--- config.mk ---
export PLATFORM = sky130hd
export DESIGN_NAME = uart_loopback_mirror
export DESIGN_NICKNAME = d
export VERILOG_FILES = /design/src/rtl/uart_lb_pkg.sv /design/src/rtl/lb_sync.sv /design/src/rtl/lb_mirror.sv /design/src/rtl/lb_rxmerge.sv /design/src/rtl/uart_loopback_mirror.sv
export SDC_FILE = /design/constraint.sdc
export NUM_CORES = 1
export LEC_CHECK = 0
export ABC_AREA = 1
export BUFFER_PORTS_ARGS = -buffer_cell sky130_fd_sc_hd__buf_2
export CAP_MARGIN = 20
export CORE_MARGIN = 4
export CORE_UTILIZATION = 39
export DETAILED_ROUTE_END_ITERATION = 10
export PLACE_DENSITY = 0.78
export SLEW_MARGIN = 20
export SYNTH_ARGS = -nofsm -noshare
export SYNTH_HDL_FRONTEND = slang
export SYNTH_SLANG_ARGS = --single-unit
--- constraint.sdc ---
create_clock -name clk -period 0.9 [get_ports clk]
set_clock_uncertainty 0.2 [all_clocks]
set_input_delay 0.045 -clock clk [delete_from_list [all_inputs] [get_ports clk]]
set_output_delay 0.045 -clock clk [all_outputs]
set_load 0.03 [all_outputs]
--- src/rtl/uart_lb_pkg.sv ---
package uart_lb_pkg;

  localparam int MS_W = 4;

  // bit 0 ring, bit 1 clear-to-send, bit 2 carrier, bit 3 set-ready
  typedef struct packed {
    logic dsr;
    logic dcd;
    logic cts;
    logic ri;
  } mdm_t;

  function automatic mdm_t mirror_map(input logic out2, input logic out1,
                                      input logic rts, input logic dtr);
    mdm_t m;
    m.ri  = out2;
    m.dcd = out1;
    m.cts = rts;
    m.dsr = dtr;
    return m;
  endfunction

endpackage

--- src/rtl/lb_sync.sv ---
module lb_sync #(
  parameter int W      = 4,
  parameter int STAGES = 2
) (
  input  logic         clk,
  input  logic         rst_n,
  input  logic [W-1:0] din,
  output logic [W-1:0] dout
);
  logic [STAGES-1:0][W-1:0] st;

  always_ff @(posedge clk) begin
    if (!rst_n) begin
      st <= '0;
    end else begin
      st[0] <= din;
      for (int i = 1; i < STAGES; i++) st[i] <= st[i-1];
    end
  end

  assign dout = st[STAGES-1];
endmodule

--- src/rtl/lb_mirror.sv ---
module lb_mirror
  import uart_lb_pkg::*;
(
  input  logic            clk,
  input  logic            rst_n,
  input  logic            ctl_wr,
  input  logic            ctl_lpbk,
  input  logic            ctl_out2,
  input  logic            ctl_out1,
  input  logic            ctl_rts,
  input  logic            ctl_dtr,
  input  mdm_t            pins_s,
  output mdm_t            flags,
  output logic            ms_upd,
  output logic [MS_W-1:0] ms_val
);
  mdm_t mir;
  logic apply;

  assign mir   = mirror_map(ctl_out2, ctl_out1, ctl_rts, ctl_dtr);
  assign apply = ctl_wr & ctl_lpbk;

  always_ff @(posedge clk) begin
    if (!rst_n) begin
      flags  <= '0;
      ms_upd <= 1'b0;
      ms_val <= '0;
    end else begin
      ms_upd <= apply;
      if (apply) begin
        flags  <= mir;
        ms_val <= mir;
      end else if (!ctl_lpbk) begin
        flags <= pins_s;
      end
    end
  end

  p_map_r1: assert property (@(posedge clk) disable iff (!rst_n)
    (ctl_wr && ctl_lpbk) |=> (flags.ri == $past(ctl_out2)) && (flags.dcd == $past(ctl_out1))
                          && (flags.cts == $past(ctl_rts)) && (flags.dsr == $past(ctl_dtr)));

  p_hold_r2: assert property (@(posedge clk) disable iff (!rst_n)
    (ctl_lpbk && !ctl_wr) |=> (flags == $past(flags)));

  p_ms_flags_r3: assert property (@(posedge clk) disable iff (!rst_n)
    ms_upd |-> (ms_val == flags));

  p_no_ms_r8: assert property (@(posedge clk) disable iff (!rst_n)
    !ctl_lpbk |=> !ms_upd);
endmodule

--- src/rtl/lb_rxmerge.sv ---
module lb_rxmerge #(
  parameter int DATA_W  = 8,
  parameter int BRK_POS = 10,
  localparam int ENTRY_W = BRK_POS + 1,
  localparam int PAD_W   = ENTRY_W - DATA_W
) (
  input  logic               clk,
  input  logic               rst_n,
  input  logic               lpbk,
  input  logic               tx_valid,
  input  logic [DATA_W-1:0]  tx_data,
  input  logic               brk_ctl,
  input  logic               ext_valid,
  output logic               ext_ready,
  input  logic [ENTRY_W-1:0] ext_data,
  output logic               rxq_valid,
  input  logic               rxq_ready,
  output logic [ENTRY_W-1:0] rxq_data,
  output logic               ovr
);
  logic brk_q, pend_q, rise, lb_tx, lb_brk, lb_push;
  logic [ENTRY_W-1:0] brk_word, tx_word;

  assign rise    = brk_ctl & ~brk_q;
  assign lb_tx   = lpbk & tx_valid;
  assign lb_brk  = lpbk & ~tx_valid & (rise | pend_q);
  assign lb_push = lb_tx | lb_brk;
  assign tx_word = {{PAD_W{1'b0}}, tx_data};

  always_comb begin
    brk_word = '0;
    brk_word[BRK_POS] = 1'b1;
  end

  always_ff @(posedge clk) begin
    if (!rst_n) begin
      brk_q  <= 1'b0;
      pend_q <= 1'b0;
    end else begin
      brk_q <= brk_ctl;
      if (!lpbk)         pend_q <= 1'b0;
      else if (tx_valid) pend_q <= pend_q | rise;
      else               pend_q <= 1'b0;
    end
  end

  always_comb begin
    if (lpbk) begin
      rxq_valid = lb_push;
      rxq_data  = lb_tx ? tx_word : brk_word;
      ext_ready = 1'b1;
    end else begin
      rxq_valid = ext_valid;
      rxq_data  = ext_data;
      ext_ready = rxq_ready;
    end
  end

  assign ovr = lb_push & ~rxq_ready;

  p_tx_push_r4: assert property (@(posedge clk) disable iff (!rst_n)
    (lpbk && tx_valid) |-> rxq_valid && (rxq_data[DATA_W-1:0] == tx_data) && !rxq_data[BRK_POS]);

  p_ext_ready_r5: assert property (@(posedge clk) disable iff (!rst_n)
    lpbk |-> ext_ready);

  p_brk_defer_r7: assert property (@(posedge clk) disable iff (!rst_n)
    (lpbk && tx_valid && rise) |=> (!lpbk || tx_valid || (rxq_valid && rxq_data[BRK_POS])));

  p_ovr_r9: assert property (@(posedge clk) disable iff (!rst_n)
    ovr |-> (lpbk && rxq_valid && !rxq_ready));
endmodule

--- src/rtl/uart_loopback_mirror.sv ---
module uart_loopback_mirror
  import uart_lb_pkg::*;
#(
  parameter int DATA_W      = 8,
  parameter int BRK_POS     = 10,
  parameter int SYNC_STAGES = 2,
  localparam int ENTRY_W = BRK_POS + 1
) (
  input  logic               clk,
  input  logic               rst_n,
  input  logic               ctl_wr,
  input  logic               ctl_lpbk,
  input  logic               ctl_out2,
  input  logic               ctl_out1,
  input  logic               ctl_rts,
  input  logic               ctl_dtr,
  input  logic               brk_ctl,
  input  logic               tx_valid,
  input  logic [DATA_W-1:0]  tx_data,
  input  logic               ext_valid,
  output logic               ext_ready,
  input  logic [ENTRY_W-1:0] ext_data,
  output logic               rxq_valid,
  input  logic               rxq_ready,
  output logic [ENTRY_W-1:0] rxq_data,
  output logic               rxq_ovr,
  input  logic               pin_ri,
  input  logic               pin_dcd,
  input  logic               pin_cts,
  input  logic               pin_dsr,
  output logic               flg_ri,
  output logic               flg_dcd,
  output logic               flg_cts,
  output logic               flg_dsr,
  output logic               ms_upd,
  output logic [MS_W-1:0]    ms_val
);
  mdm_t pins_raw, pins_s, flags;

  assign pins_raw = '{dsr: pin_dsr, dcd: pin_dcd, cts: pin_cts, ri: pin_ri};

  lb_sync #(.W(MS_W), .STAGES(SYNC_STAGES)) u_sync (
    .clk (clk),
    .rst_n (rst_n),
    .din (pins_raw),
    .dout (pins_s)
  );

  lb_mirror u_mirror (
    .clk (clk),
    .rst_n (rst_n),
    .ctl_wr (ctl_wr),
    .ctl_lpbk (ctl_lpbk),
    .ctl_out2 (ctl_out2),
    .ctl_out1 (ctl_out1),
    .ctl_rts (ctl_rts),
    .ctl_dtr (ctl_dtr),
    .pins_s (pins_s),
    .flags (flags),
    .ms_upd (ms_upd),
    .ms_val (ms_val)
  );

  lb_rxmerge #(.DATA_W(DATA_W), .BRK_POS(BRK_POS)) u_merge (
    .clk (clk),
    .rst_n (rst_n),
    .lpbk (ctl_lpbk),
    .tx_valid (tx_valid),
    .tx_data (tx_data),
    .brk_ctl (brk_ctl),
    .ext_valid (ext_valid),
    .ext_ready (ext_ready),
    .ext_data (ext_data),
    .rxq_valid (rxq_valid),
    .rxq_ready (rxq_ready),
    .rxq_data (rxq_data),
    .ovr (rxq_ovr)
  );

  assign flg_ri  = flags.ri;
  assign flg_dcd = flags.dcd;
  assign flg_cts = flags.cts;
  assign flg_dsr = flags.dsr;
endmodule

==> results.json <==
{
  "tns_ns": -2.21,
  "wire_per_inst_um": 13.2,
  "hp-start": "ctl_out1",
  "cts_root_buf": "clkbuf_4",
  "antenna_found_initial": 0,
  "synth_nets": 140,
  "required_ns": 0.65,
  "grt_start_max_net_pins": 14,
  "clockBufferDepth": 2,
  "dp_hpwl_mm": 1.75,
  "grt_pass1_wl_mm": 3.53,
  "max_slew_margin_pct": 86.9,
  "cts_tree": "yes",
  "antennaDiodeCount": 0,
  "critical_path.max_stage_delay_ns": 0.31,
  "die_height_um": 53.4,
  "nets": 214,
  "peakVddDrop_mv": 1.06,
  "period_share_pct": 155,
  "violations": "negative hold slack, negative setup slack",
  "p_leak_nw": 0.841,
  "hold_end": "u_mirror.ms_val[2]",
  "multi_input_area_um2": 400,
  "synth_compound_area_share_pct": 11.9,
  "hold_class": "in2reg",
  "r2r_cells": 6,
  "insertion_delay_ns": 0.29,
  "hold_ws_ns": -0.189,
  "hold_buffers": 5,
  "tightestPinTransition_ns": 0.196,
  "worstSetupPathType": "reg2out",
  "slew_viol_final": 0,
  "synth_cells": 105,
  "power_density_nw_per_um2": 1270,
  "vias": 954,
  "setup_viol": 15,
  "grt_overflow": 0,
  "hold_violations": 13,
  "synth.cell_area_um2": 802,
  "critical_path.most_common_cell": "nand2_1",
  "path_max_fanout": 2,
  "maxCapViolCount": 0,
  "die_w_um": 53.4,
  "htree_levels": 1,
  "fmax_ghz": 0.715,
  "synth_top_family_by_area": "simple AND/OR/NAND/NOR gates",
  "core_um2": 1960,
  "dr.first_iter.drc_count": 9,
  "wl_mm": 2.70,
  "io-pin-count": 58,
  "numCtsBuffers": 3,
  "drc": 0,
  "clkSlewWorstSetupHoldPaths_ns": 0.10,
  "synthXorXnorAreaFrac_pct": 0,
  "crit_slowest_cell": "dfxtp_1",
  "crit_buf_inv": 2,
  "synth-adder-area-share_pct": 0,
  "synthMuxAreaShare_pct": 0,
  "dr.pass1.iters": 4,
  "fillers": 141,
  "area_delta_synth_final_pct": 88.9,
  "syn-mean-instance-area_um2": 7.64,
  "start_kind": "flip-flop",
  "synth-simple-area-share_pct": 25.7,
  "clkSinkCount": 19,
  "ys_ff_latch": 19,
  "crit_arrival_ns": 1.15,
  "dieArea_um2": 2850,
  "ys_seq_area_share_pct": 47.4,
  "globalRouteTotalUtil_pct": 17.2,
  "yosysWarnings": 0,
  "rsz0062_at_grt": "yes",
  "post_route_cells_drive_above_1_share_pct": 57.3,
  "holdPathStages": 3,
  "crit_family": "flip-flops",
  "rrSetupSlack_ns": -0.09,
  "status": "finished, violations left",
  "cp-end-kind": "primary output",
  "start_util_pct": 40.9,
  "synth_cell_types": 14,
  "io_buffers": 57,
  "r2r-end": "u_merge.pend_q",
  "routabilityCongestion": 0.742,
  "dp_slack_ns": -0.207,
  "post-route-min-period_ns": 1.40,
  "rr_startpoint": "u_merge.brk_q",
  "antenna_left": 0,
  "ff_latch_area_um2": 392,
  "timing.final.ws_setup_ns": -0.498,
  "rows": 16,
  "grt_pass1_vias": 884,
  "crit_chain": "inv_1 > nand2_1 > nand2_1 > nand2_2 > a21oi_4 > buf_6",
  "viasPerCell": 4.65
}
-- tightest hold or removal path, cell delays in order --
cell     delay, ns
buf_2         0.10
nand3_2       0.06
a21oi_1       0.06
-- worst max path at each step --
stage,end,cells after the start,startpoint,slack [ns]
6_report,rxq_ovr,6,u_merge.brk_q,-0.50
3_5_place_dp,rxq_ovr,6,u_merge.brk_q,-0.21
3_3_place_gp,rxq_ovr,6,u_merge.brk_q,-0.18
2_1_floorplan,rxq_ovr,5,u_merge.brk_q,-0.1
4_1_cts,rxq_ovr,6,u_merge.brk_q,-0.50
5_1_grt,rxq_ovr,6,u_merge.brk_q,-0.58
-- flip-flops by register name, indices dropped and copies added (netlist names) --
register	cells
u_sync.st	4
u_merge.pend_q	1
u_merge.brk_q	1
u_sync.dout	4
u_mirror.ms_val	4
u_mirror.flags	4
u_mirror.ms_upd	1
-- cells in the mapped netlist, drive strengths merged --
master | instances | area share [%]
inv | 21 | 10
or2 | 1 | 0.78
nand3 | 13 | 8.7
nor2 | 6 | 2.8
a22o | 8 | 8.7
dfxtp | 19 | 47
buf | 4 | 4.8
nand2 | 28 | 13
a21oi | 5 | 3.1
-- power by group --
part / switching (mW) / internal, mW
registers: 0.0198 / 0.883
logic: 0.322 / 0.284
clock network: 0.236 / 0.172
-- cell families after synthesis --
| family | Yosys count |
|---|---|
| and+or+nand+nor | 48 |
| DFF | 19 |
| AOI/OAI and AO/OA | 13 |
| buffers and inverters | 25 |
-- cells in the final DEF, fill, tap and decap left out, types with 2 or more instances in the layout --
master	netlist	routed
nor2_1	6	2
buf_2	1	36
nand3_2	1	9
nand2_1	27	24
inv_1	19	19
dfxtp_2	0	9
nand2_2	1	3
a22o_1	8	8
nand3_1	12	3
dlygate4sd3_1	0	5
dfxtp_1	19	10
inv_6	0	2
a21oi_1	5	3
buf_4	0	6
clkbuf_4	0	4
buf_12	0	2
nor2_2	0	4
buf_6	3	22
-- layout make-up --
type | count | share of cell area [%]
Timing Repair Buffer | 72 | 37.7
Clock buffer | 4 | 1.73
Timing Repair inverter | 1 | 0.248
Multi-Input combinational cell | 61 | 26.4
Inverter | 21 | 5.86
Tap cell | 27 | 2.23
Sequential cell | 19 | 25.8
-- layer usage --
layer  vias up  wire [um]  track usage [%]
met4         0         64             7.66
met2        51       1520             36.3
met3         8        294             3.38
met5         -          0                0
met1       422        817             14.8
li1        473          -                -
-- what timing repair did --
item	4_1_cts	5_1_grt
setup endpoints to repair	21	27
buffers inserted	4	1
gates resized for setup	42	24
endpoints found under the hold margin	19	15
cloned	1	0
pin swaps	3	5
-- stage by stage --
stage                     util [%]  power (mW)  instances  cell area, um^2
after detailed placement      59.9        1.37        190             1180
after global placement        59.9        1.36        190             1180
final                         77.2        1.92        205             1520
after floorplan                  -        1.20        105              846
after CTS                     72.8        1.90        204             1430
after global routing          77.2        2.02        205             1520
Note: power is estimated with default switching activity, not from simulation.
